==> config.mk <==
export PLATFORM = sky130hd
export DESIGN_NAME = uart_rx_deframer
export DESIGN_NICKNAME = d
export VERILOG_FILES = /design/src/rtl/urx_pkg.sv /design/src/rtl/urx_sync.sv /design/src/rtl/urx_bit_timer.sv /design/src/rtl/urx_parity.sv /design/src/rtl/uart_rx_deframer.sv
export SDC_FILE = /design/constraint.sdc
export NUM_CORES = 1
export LEC_CHECK = 0
export BUFFER_PORTS_ARGS = -buffer_cell sky130_fd_sc_hd__buf_4
export CORE_UTILIZATION = 58
export DETAILED_ROUTE_END_ITERATION = 8
export GPL_TIMING_DRIVEN = 0
export PLACE_DENSITY = 0.81
export SLEW_MARGIN = 20
export SYNTH_ARGS = -nofsm -noshare
export SYNTH_HDL_FRONTEND = slang
export SYNTH_SLANG_ARGS = --single-unit
==> constraint.sdc <==
create_clock -name clk -period 2.05 [get_ports clk]
set_input_delay 0.41 -clock clk [delete_from_list [all_inputs] [get_ports clk]]
set_output_delay 0.41 -clock clk [all_outputs]
set_load 0.01 [all_outputs]
==> src/rtl/urx_pkg.sv <==
package urx_pkg;
   typedef enum logic [2:0] {
      RX_IDLE,
      RX_START,
      RX_DATA,
      RX_PAR,
      RX_STOP,
      RX_HOLD
   } urx_state_e;

   localparam int unsigned URX_MAX_BITS = 9;
   localparam int unsigned URX_CNT_W    = $clog2(URX_MAX_BITS + 1);

   function automatic logic [URX_CNT_W-1:0] urx_len(input logic [2:0] code);
      if (code >= 3'd4) return URX_CNT_W'(URX_MAX_BITS);
      return URX_CNT_W'(code) + URX_CNT_W'(5);
   endfunction
endpackage

==> src/rtl/urx_sync.sv <==
module urx_sync #(
   parameter int unsigned STAGES = 2
) (
   input  logic clk,
   input  logic rst_n,
   input  logic d_i,
   output logic q_o
);
   logic [STAGES-1:0] chain;

   for (genvar g = 0; g < STAGES; g++) begin : g_stage
      if (g == 0) begin : g_first
         always_ff @(posedge clk or negedge rst_n)
            if (!rst_n) chain[g] <= 1'b1;
            else        chain[g] <= d_i;
      end else begin : g_next
         always_ff @(posedge clk or negedge rst_n)
            if (!rst_n) chain[g] <= 1'b1;
            else        chain[g] <= chain[g-1];
      end
   end

   assign q_o = chain[STAGES-1];
endmodule

==> src/rtl/urx_bit_timer.sv <==
module urx_bit_timer #(
   parameter int unsigned OVS = 16
) (
   input  logic clk,
   input  logic rst_n,
   input  logic clear_i,
   input  logic tick_i,
   output logic mid_o,
   output logic full_o
);
   localparam int unsigned CW   = $clog2(OVS);
   localparam int unsigned HALF = OVS / 2;

   logic [CW-1:0] cnt;

   always_ff @(posedge clk or negedge rst_n)
      if (!rst_n)           cnt <= '0;
      else if (clear_i)     cnt <= '0;
      else if (tick_i)      cnt <= (cnt == CW'(OVS - 1)) ? '0 : cnt + 1'b1;

   assign mid_o  = tick_i && (cnt == CW'(HALF - 1));
   assign full_o = tick_i && (cnt == CW'(OVS - 1));
endmodule

==> src/rtl/urx_parity.sv <==
module urx_parity (
   input  logic clk,
   input  logic rst_n,
   input  logic clear_i,
   input  logic bit_vld_i,
   input  logic bit_i,
   input  logic odd_i,
   output logic err_o
);
   logic acc;

   always_ff @(posedge clk or negedge rst_n)
      if (!rst_n)          acc <= 1'b0;
      else if (clear_i)    acc <= 1'b0;
      else if (bit_vld_i)  acc <= acc ^ bit_i;

   // bit_i carries the received parity bit when err_o is used
   assign err_o = acc ^ bit_i ^ odd_i;
endmodule

==> src/rtl/uart_rx_deframer.sv <==
module uart_rx_deframer
   import urx_pkg::*;
#(
   parameter int unsigned OVS         = 16,
   parameter int unsigned SYNC_STAGES = 2
) (
   input  logic       clk,
   input  logic       rst_n,
   input  logic       en_i,
   input  logic       tick_i,
   input  logic       rxd_i,
   input  logic [2:0] size_i,
   input  logic       par_en_i,
   input  logic       par_odd_i,
   output logic       start_o,
   output logic       push_o,
   output logic [7:0] data_o,
   output logic       bit9_o,
   output logic       ferr_o,
   output logic       perr_o
);
   if (OVS < 4 || (OVS % 2) != 0) begin : g_bad_ovs
      $error("OVS must be even and at least 4");
   end
   if (SYNC_STAGES < 2) begin : g_bad_sync
      $error("SYNC_STAGES must be at least 2");
   end

   urx_state_e                state;
   logic                      rx_s;
   logic                      mid_ev, full_ev, tmr_clear;
   logic [URX_CNT_W-1:0]      idx;
   logic [URX_CNT_W-1:0]      cfg_n_q;
   logic                      cfg_par_q, cfg_odd_q;
   logic [URX_MAX_BITS-1:0]   sh;
   logic                      perr_q;
   logic                      par_err;
   logic                      start_ok;

   urx_sync #(.STAGES(SYNC_STAGES)) u_sync (
      .clk   (clk),
      .rst_n (rst_n),
      .d_i   (rxd_i),
      .q_o   (rx_s)
   );

   assign start_ok  = (state == RX_START) && mid_ev && !rx_s;
   assign tmr_clear = (state == RX_IDLE) || (state == RX_HOLD) ||
                      ((state == RX_START) && mid_ev);

   urx_bit_timer #(.OVS(OVS)) u_timer (
      .clk     (clk),
      .rst_n   (rst_n),
      .clear_i (tmr_clear),
      .tick_i  (tick_i),
      .mid_o   (mid_ev),
      .full_o  (full_ev)
   );

   urx_parity u_par (
      .clk       (clk),
      .rst_n     (rst_n),
      .clear_i   (start_ok),
      .bit_vld_i ((state == RX_DATA) && full_ev),
      .bit_i     (rx_s),
      .odd_i     (cfg_odd_q),
      .err_o     (par_err)
   );

   always_ff @(posedge clk or negedge rst_n) begin
      if (!rst_n) begin
         state     <= RX_IDLE;
         idx       <= '0;
         cfg_n_q   <= URX_CNT_W'(8);
         cfg_par_q <= 1'b0;
         cfg_odd_q <= 1'b0;
         sh        <= '0;
         perr_q    <= 1'b0;
         start_o   <= 1'b0;
         push_o    <= 1'b0;
         data_o    <= '0;
         bit9_o    <= 1'b0;
         ferr_o    <= 1'b0;
         perr_o    <= 1'b0;
      end else begin
         start_o <= 1'b0;
         push_o  <= 1'b0;
         if (!en_i) begin
            state <= RX_IDLE;
         end else begin
            unique case (state)
               RX_IDLE: begin
                  if (tick_i && !rx_s) begin
                     state     <= RX_START;
                     cfg_n_q   <= urx_len(size_i);
                     cfg_par_q <= par_en_i;
                     cfg_odd_q <= par_odd_i;
                  end
               end
               RX_START: begin
                  if (mid_ev) begin
                     if (!rx_s) begin
                        state   <= RX_DATA;
                        idx     <= '0;
                        sh      <= '0;
                        perr_q  <= 1'b0;
                        start_o <= 1'b1;
                     end else begin
                        state <= RX_IDLE;
                     end
                  end
               end
               RX_DATA: begin
                  if (full_ev) begin
                     sh[idx] <= rx_s;
                     if (idx == cfg_n_q - URX_CNT_W'(1))
                        state <= cfg_par_q ? RX_PAR : RX_STOP;
                     else
                        idx <= idx + URX_CNT_W'(1);
                  end
               end
               RX_PAR: begin
                  if (full_ev) begin
                     perr_q <= par_err;
                     state  <= RX_STOP;
                  end
               end
               RX_STOP: begin
                  if (full_ev) begin
                     push_o <= 1'b1;
                     data_o <= sh[7:0];
                     bit9_o <= sh[8];
                     ferr_o <= !rx_s;
                     perr_o <= cfg_par_q & perr_q;
                     state  <= rx_s ? RX_IDLE : RX_HOLD;
                  end
               end
               RX_HOLD: begin
                  if (rx_s) state <= RX_IDLE;
               end
               default: state <= RX_IDLE;
            endcase
         end
      end
   end
endmodule

# After elaboration in Yosys (flattened, before gate mapping)
# Cells that the tools add are included.
# totals
regBits	43
latchBits	0
mem_bits_rw	0
mem_bits_ro	0
out_inout_bits	13
memories	0
# op_classes
addsub	4
multipliers	0
div	0
order_cmp	3
eq_ne	20
n_shift	0
n_mux	46
bitwise_logic	3
n_reduce_logical	21
# ops
operator	n
two-way mux 4 bit	9
two-way mux 3 bit	10
two-way mux 9 bit	3
one-hot mux 3 bit (6 select lines)	1
one-hot mux 9 bit (2 select lines)	1
two-way mux 1 bit	17
inequality test 3 bit, second input constant	4
inequality test 2 bit, second input constant	5
AND reduction 5 bit	2
bitwise mux 9 bit	1
inequality test 3 x 2 -> 1 bit, second input constant	3
adder 4 x 1 -> 4 bit, second input constant	2
one-hot mux 4 bit (2 select lines)	1
nonzero test 2 bit	4
logical AND 1 bit	7
AND reduction 7 bit	1
== test 3 x 2 -> 1 bit, second input constant	2
== test 3 bit, second input constant	2
AND reduction 3 bit	2
AND reduction 6 bit	1
less-than comparator 4 x 5 -> 1 bit, second input constant	1
adder 3 x 3 -> 4 bit, second input constant	1
demux 1 bit (select 4 bit)	1
== test 4 x 3 -> 1 bit, second input constant	1
13 further kinds	15

# Logic depth before layout (Yosys ltp)
# Gate-level depths: netlist (run 1).
# logic_depth
ltp_word	7
mapped_depth	7
depth_no_buf	7

# Hierarchy
# Synthesis (run 1) repeated with hierarchy kept, for this count alone.
# unflattened
hier_cells	229
hier_area_um2	2283.4
# modules_own_cells
module	n_inst	cells_each	area_per_inst_um2	seq_area_each_um2
uart_rx_deframer	1	199	1946.9	902.1
urx_bit_timer	1	22	215.2	100.1
urx_parity	1	6	68.8	25.0
urx_sync	1	2	52.6	52.6

# Worst setup path before layout (run 1)
# Ideal clock, no wire load.
# synth_path
path_kind	reg-to-reg
from	register cfg_n_q[0]
to	register idx[1]
arrival_time_ns	1.574
setup_slack_ns	0.338
path_stages_with_launch	8
path_buffers	0
period_less_slack_ns	1.712
path_cell_list	dfrtp_1 -> inv_1 -> ha_1 -> xor2_1 -> nand2_1 -> or2_2 -> o21ai_0 -> o22ai_1
# synth_via
elab_chain_cells	4
# synth_rtl
element	line	text
start: declaration	uart_rx_deframer.sv:33	logic [URX_CNT_W-1:0] cfg_n_q;
start signal: assignment	uart_rx_deframer.sv:95	cfg_n_q <= urx_len(size_i);
subtractor 4 x 1 -> 4 bit	uart_rx_deframer.sv:116	if (idx == cfg_n_q - URX_CNT_W'(1))
== test 4 bit	uart_rx_deframer.sv:116	
inequality test 2 bit (no line)	n/a	
AND reduction 6 bit (no line)	n/a	
end signal: assignment	uart_rx_deframer.sv:119	idx <= idx + URX_CNT_W'(1);
end: declaration	uart_rx_deframer.sv:32	logic [URX_CNT_W-1:0] idx;
# Every way passes these cells.
# A chain may end at the register's enable or synchronous reset.

# Worst setup path in the final report (run 1)
# layout_path
from	register u_timer.cnt[0]
to	register data_o[3]
# layout_via
elab_chain_cells	3
# layout_rtl
element	line	text
start: declaration	urx_bit_timer.sv:14	logic [CW-1:0] cnt;
start signal: assignment	urx_bit_timer.sv:19	else if (tick_i) cnt <= (cnt == CW'(OVS - 1)) ? '0 : cnt + 1'b1;
== test 4 bit	urx_bit_timer.sv:22	assign full_o = tick_i && (cnt == CW'(OVS - 1));
logical AND 1 bit	urx_bit_timer.sv:22	
AND reduction 3 bit (no line)	n/a	
end signal: assignment	uart_rx_deframer.sv:131	data_o <= sh[7:0];
end: declaration	uart_rx_deframer.sv:17	output logic [7:0] data_o,
# Every way passes these cells.

==> metrics.md, run 1 <==
| Metric | Value |
|---|---|
| Status | `finished, final reports clean` |
| WP data required | `2.23 ns` |
| Syn_area_per_cell | `9.99 um^2` |
| # hold bufs at CTS | `0` |
| Setup TNS | `0 ns` |
| CTS HTree Levels | `2` |
| Synthesis Warnings | `0` |
| Synth Instances | `232` |
| DR pass1 iterations | `5` |
| Site row count | `22` |
| Most frequent cells in the layout | `40 x dfrtp_1, 22 x buf_4, 17 x nand2_1, 17 x o21ai_1, 16 x inv_1` |
| Routed len/inst | `13.8 um` |
| Clk pwr share | `0.225` |
| Cell variety after synth | `50` |
| Commonest non-fill, non-tap cell in the layout | `dfrtp_1` |
| Comb pwr share | `0.325` |
| VDD IR max | `671 uV` |
| Via-to-Cell Ratio | `5.73` |
| GP Congestion | `0.921` |
| Port Buffers | `21` |
| Crit end category | `flip-flop` |
| TritonCTS buffer count | `5` |
| Leak pwr | `1.25 nW` |
| Initial Util | `0.619` |
| Skew-Pair Late Insertion Delay | `0.29 ns` |
| Most common flop cell mapped by yosys | `dfrtp_1` |
| DIE HEIGHT | `65.2 um` |
| Initial antenna violation count | `0` |
| Core area | `3740 um^2` |
| Endpoints failing hold | `0` |
| Internal power | `0.00154 W` |
| Fillers | `305` |
| Slew @ Worst Pin | `0.522 ns` |
| Routed via count | `1,770` |
| Final ANT Viol Nets | `0` |
| Min-Delay Path Class | `primary input to async pin` |
| Final hold slack | `0.0918 ns` |
| Largest net degree at the start of global routing | `44` |
| Number of synthesized register bits | `43` |
| Root Driver | `clkbuf_8` |
| Power Dens Cells | `899 nW/um^2` |
| DR iter-0 viols | `117` |
| Worst setup SP type | `flip-flop` |
| Fmax | `512 MHz` |
| Number of global-route vias before repair | `1,639` |
| Fin. max-slew vios | `0` |
| Diode count | `0` |
| Total grt overflow | `0` |
| Setup CP Type | `flip-flop to flip-flop` |
| # setup viols final | `0` |
| DP HPWL | `3110 um` |
| Layout cells sized above 1 | `0.222` |
| Post-synthesis async set-or-reset flop share | `1.00` |
| Clk sinks | `43` |
| Sw Pwr | `0.000825 W` |
| TritonCTS clock tree | `built` |
| Clock transition at the registers of the reported paths | `0.07 ns` |
| Setup Skew | `0.00479 ns` |
| Clock Tree Buf Depth | `2` |
| Slew Limit Headroom | `0.652` |
| Worst-path fanout max | `10` |
| Tot GR Track Use | `0.226` |
| Layout overhead on the synthesized area | `13.5%` |
| Number of enable flip-flop cells after synthesis | `0` |
| Post-Route WL | `4280 um` |
| Arr. time, crit path | `2.13 ns` |
| Layout Nets | `279` |
| Seq/Total Area, Yosys | `0.466` |
| Max-cap viol count | `0` |
| Die footprint | `4250 um^2` |
| Cell area after synthesis | `2320 um^2` |
| Tcrit/Tclk final | `0.953` |
| Net Sw Frac | `0.349` |
| I/O Pins | `23` |
| DRC errors left | `0` |
| First-pass GRT wire length | `7270 um` |
| Die width | `65.2 um` |
| RSZ-0062 raised after global routing | `no` |
| Syn nets | `250` |
| Sequential power share | `0.449` |
| Shortest period the worst path allows | `1.95 ns` |
[timing repair]
action / 4_1_cts / 5_1_grt
setup buffers: 0 / 1
endpoints found under the setup margin: 0 / 10
gates resized for setup: 0 / 1
[cell families after synthesis]
family          synth area share
compound gates             0.185
xor+xnor                  0.0410
fa+ha+maj                 0.0432
buf+inv                   0.0507
flops                      0.466
mux                       0.0577
simple gates               0.157
[flip-flops by register name (all words and copies together) (netlist names), 3 cells and up]
register	count
cfg_n_q	4
data_o	8
idx	4
sh	9
state	3
u_timer.cnt	4
[area by class of cell]
cell class	count	area, um^2	area share
multi-input combinational	163	1120	0.426
sequential	43	1080	0.410
timing repair buffer	22	165	0.0628
clock buffer	6	82.6	0.0314
inverter	16	60.1	0.0228
tap	48	60.1	0.0228
buffer	10	57.6	0.0219
clock inverter	1	5.00	0.00190
[metrics by stage]
step,setup slack [ns],cells,utilization,cell area [um^2],power [W]
after floorplan,0.338,232,-,2320,0.00167
after global placement,0.125,301,0.677,2540,0.00182
after detailed placement,0.0949,301,0.677,2540,0.00184
after CTS,0.0810,308,0.701,2620,0.00237
after global routing,0.00576,309,0.703,2630,0.00252
final,0.0962,309,0.703,2630,0.00237
[path summary, 6_finish.rpt]
| kind | to | depth (start not counted) | slack [ns] | start |
|---|---|---|---|---|
| setup / recovery | data_o[3] | 6 | 0.1 | u_timer.cnt[0] |
| hold / removal | perr_o | 1 | 0.09 | rst_n |
| setup reg to reg | data_o[3] | 6 | 0.1 | u_timer.cnt[0] |
| hold reg to reg | u_sync.q_o | 0 | 0.36 | u_sync.chain[0] |
| max in group asynchronous | u_sync.chain[0] | 1 | 1.59 | rst_n |
| min in group clk | u_sync.chain[0] | 1 | 0.22 | rxd_i |
[Yosys cell counts (all sizes together), types with 2 or more instances]
cell type	count	area [um^2]
o21bai	2	15.0
nor3	6	40.0
a22oi	2	15.0
nand3	6	30.0
a32o	3	30.0
nor2	16	62.6
mux2	11	124
dfstp	3	78.8
nor4	3	40.0
inv	16	60.1
or3b	3	26.3
ha	8	100
clkbuf	4	16.3
o22ai	3	18.8
o21ai	31	159
a21oi	15	75.1
nand2b	2	12.5
nor2b	6	37.5
dfrtp	40	1000
nand2	17	63.8
o31ai	4	30.0
buf	6	41.3
xor2	5	43.8
xnor2	5	51.3
[power groups by stage]
stage	clock network, W	logic (W)	registers (W)
after floorplan	0	0.000627	0.00104
after global placement	0	0.000744	0.00107
after detailed placement	0	0.000768	0.00108
after CTS	0.000546	0.000770	0.00106
after global routing	0.000578	0.000867	0.00108
final	0.000533	0.000770	0.00106
[routing by layer]
| metal | wire length [um] | vias up | global-route usage |
|---|---|---|---|
| met3 | 187 | 8 | 0.0451 |
| met2 | 1980 | 47 | 0.363 |
| met4 | 66 | 0 | 0.0978 |
| met1 | 2040 | 835 | 0.294 |
| li1 | - | 880 | - |
| met5 | 0 | - | 0 |
[critical path, stage by stage (launching register included)]
cell and delay [ns]:
dfrtp_1 0.42, ha_1 0.32, nand4_4 0.22, nor2_1 0.17
nand2_1 0.19, buf_6 0.21, mux2_1 0.30
Power figures use the tool's default switching activity.
==> run 2, diff against run 1 <==
--- a/config.mk
+++ b/config.mk
@@ -6,8 +6,11 @@
 export NUM_CORES = 1
 export LEC_CHECK = 0
 export BUFFER_PORTS_ARGS = -buffer_cell sky130_fd_sc_hd__buf_4
-export CORE_UTILIZATION = 58
+export CELL_PAD_IN_SITES_DETAIL_PLACEMENT = 1
+export CELL_PAD_IN_SITES_GLOBAL_PLACEMENT = 2
+export CORE_UTILIZATION = 37
 export DETAILED_ROUTE_END_ITERATION = 8
+export GPL_ROUTABILITY_DRIVEN = 0
 export GPL_TIMING_DRIVEN = 0
 export PLACE_DENSITY = 0.81
 export SLEW_MARGIN = 20
==> run 2 against run 1 <==
Against the previous run:
- utilization fell by 25 points
- first-iteration DRC count fell by 44%
- largest power group unchanged
- total power up 12%
- final cell count rose by 9.4%
- clock skew hardly changed
- clock power rose by 47%
- sequential share of layout area fell by 1.3 points
- highest routed layer unchanged
==> metrics.md, run 2 (synthesis gave the netlist of run 1 again) <==
| Metric | Value |
|---|---|
| Status | `finished, final reports clean` |
| CP max stage cell | `dfrtp_1` |
| Site row count | `28 (+27%)` |
| DRC errors left | `0 (unchanged)` |
| Port Buffers | `21 (unchanged)` |
| Worst-path fanout max | `10 (unchanged)` |
| Finished Layout Cells | `338 (+9.4%)` |
| Net Sw Frac | `0.332 (-0.0170)` |
| Most frequent cells in the layout | `40 x dfrtp_1, 23 x buf_4, 17 x nand2_1, 17 x o21ai_1, 16 x inv_1` |
| Fillers | `691 (+130%)` |
| Tcrit/Tclk final | `0.930 (-0.0232)` |
| Dpl cells | `328 (+9.0%)` |
| Initial Util | `0.387 (-0.232)` |
| # hold bufs at CTS | `0 (unchanged)` |
| Skew-Pair Late Insertion Delay | `0.29 ns (about the same)` |
| Clock Tree Buf Depth | `2 (unchanged)` |
| Post-Route WL | `5280 um (+23%)` |
| Arr. time, crit path | `2.09 ns (-0.04 ns)` |
| Shortest period the worst path allows | `1.91 ns (-0.0475 ns)` |
| DR iter-0 viols | `66 (-44%)` |
| Crit path buf inv count | `1 (unchanged)` |
| DIE HEIGHT | `81.2 um (+24%)` |
| WP data required | `2.23 ns (about the same)` |
| Clk sinks | `43 (unchanged)` |
| TritonCTS clock tree | `built` |
| Largest Register | `sh` |
| Commonest non-fill, non-tap cell in the layout | `dfrtp_1` |
| Endpoints failing hold | `0 (unchanged)` |
| Sequential power share | `0.405 (-0.044)` |
| Final ANT Viol Nets | `0 (unchanged)` |
| Setup Skew | `0.00465 ns (-0.000140 ns)` |
| Total grt overflow | `0 (unchanged)` |
| Layout cells sized above 1 | `0.228 (+0.00591)` |
| # setup viols final | `0 (unchanged)` |
| Die footprint | `6590 um^2 (+55%)` |
| Clock transition at the registers of the reported paths | `0.08 ns (about the same)` |
| Slew Limit Headroom | `0.633 (-0.0188)` |
| Largest net degree at the start of global routing | `44 (unchanged)` |
| Critical Path Max Stage Delay | `0.43 ns (about the same)` |
| Power Dens Cells | `971 nW/um^2 (+8.0%)` |
| Diode count | `0 (unchanged)` |
| Slew @ Worst Pin | `0.550 ns (+0.0282 ns)` |
| CP Cell Sequence | `ha_2 > nand4_4 > nor2_1 > nand2_1 > buf_6 > mux2_1` |
| Tot GR Track Use | `0.175 (-0.0505)` |
| Routed len/inst | `15.6 um (+13%)` |
| Max-cap viol count | `0 (unchanged)` |
| Internal power | `0.00177 W (+15%)` |
| VDD IR max | `472 uV (-30%)` |
| Via-to-Cell Ratio | `5.21 (-9.1%)` |
| Number of global-route vias before repair | `1,760 (+7.4%)` |
| Root Driver | `clkbuf_8` |
| TritonCTS buffer count | `5 (unchanged)` |
| Fin. max-slew vios | `0 (unchanged)` |
| Setup CP Type | `flip-flop to flip-flop` |
| Die width | `81.2 um (+24%)` |
| CTS HTree Levels | `2 (unchanged)` |
| Comb pwr share | `0.299 (-0.026)` |
| Leak pwr | `1.27 nW (+1.6%)` |
| DP HPWL | `3850 um (+24%)` |
| Crit end category | `flip-flop` |
| Sw Pwr | `0.000876 W (+6.2%)` |
| Core area | `5990 um^2 (+60%)` |
| Biggest regs | `sh: 9 flops, data_o: 8 flops` |
| Clk pwr share | `0.296 (+0.071)` |
| Min-Delay Path Class | `primary input to async pin` |
| Setup TNS | `0 ns (unchanged)` |
| Layout Nets | `280 (+0.36%)` |
| Routed via count | `1,760 (-0.56%)` |
| Register area | `1080 um^2 (unchanged)` |
| Top Family by Delay on Critical Path | `simple AND/OR/NAND/NOR gates` |
| RSZ-0062 raised after global routing | `no` |
| I/O Pins | `23 (unchanged)` |
| Max FFs per register | `9 (unchanged)` |
| DR pass1 iterations | `4 (-1)` |
| Initial antenna violation count | `0 (unchanged)` |
| Worst setup SP type | `flip-flop` |
| Layout overhead on the synthesized area | `17.3%` |
| First-pass GRT wire length | `8710 um (+20%)` |
| Area of the multi-input gates | `1120 um^2 (+0.22%)` |
| Fmax | `525 MHz (+2.5%)` |
==> run 2: cell types whose count changed in the layout (fill, tap and decap cells not counted) <==
cell,change
buf_4,+1
bufinv_16,+2
clkbuf_1,+1
clkbuf_8,-1
clkinv_2,-1
ha_1,-1
ha_2,+1
==> run 2: what timing repair did <==
item / 4_1_cts / 5_1_grt
pin swaps: 1 / 1
endpoints found under the setup margin: 2 / 9
gates resized for setup: 0 / 2
setup buffers: 2 / 0
==> run 2: final timing paths <==
path	start	end	slack (ns)	cells past startpoint
max	u_timer.cnt[0]	data_o[3]	0.14	6
min	rst_n	perr_o	0.1	1
max reg2reg	u_timer.cnt[0]	data_o[3]	0.14	6
min reg2reg	u_sync.chain[0]	u_sync.q_o	0.36	0
max in group asynchronous	rst_n	u_sync.chain[0]	1.57	1
min in group clk	rxd_i	u_sync.chain[0]	0.22	1
==> run 2: worst register-to-register path, delay by kind of cell (launching register included) <==
family | cells | cell delay [ns]
simple gates | 3 | 0.58
flops | 1 | 0.43
mux | 1 | 0.30
fa+ha+maj | 1 | 0.29
buf+inv | 1 | 0.20
==> run 2: per-stage QoR <==
| step | hold slack, ns | area (um^2) | util | worst slack (ns) | total power (W) |
|---|---|---|---|---|---|
| finish | 0.0970 | 2720 | 0.454 | 0.144 | 0.00264 |
| CTS | 0.124 | 2720 | 0.454 | 0.0524 | 0.00266 |
| global route | 0.144 | 2720 | 0.454 | 0.0347 | 0.00281 |
| floorplan | 0.114 | 2320 | - | 0.338 | 0.00167 |
| global placement | 0.346 | 2570 | 0.429 | 0.0579 | 0.00185 |
| detailed placement | 0.351 | 2570 | 0.429 | 0.0381 | 0.00188 |
==> run 2: power groups by stage <==
stage                     Clock, W  Sequential [W]  Combinational, W
final                     0.000782         0.00107          0.000789
after global routing      0.000851         0.00108          0.000875
after CTS                 0.000802         0.00107          0.000792
after detailed placement         0         0.00109          0.000790
after global placement           0         0.00108          0.000769
after floorplan                  0         0.00104          0.000627
==> run 2: final cells by class <==
| class | instances | area share |
|---|---|---|
| buffer | 10 | 0.0212 |
| clock buffer | 6 | 0.0267 |
| clock inverter | 2 | 0.0221 |
| inverter | 16 | 0.0221 |
| multi-input combinational | 163 | 0.413 |
| sequential | 43 | 0.397 |
| tap | 75 | 0.0345 |
| timing repair buffer | 23 | 0.0635 |
==> run 2: metal layers <==
metal / vias up / routed length, um / track usage
li1: 878 / - / -
met1: 853 / 2700 / 0.236
met2: 27 / 2410 / 0.286
met3: 2 / 141 / 0.0371
met4: 0 / 27 / 0.0393
met5: - / 0 / 0
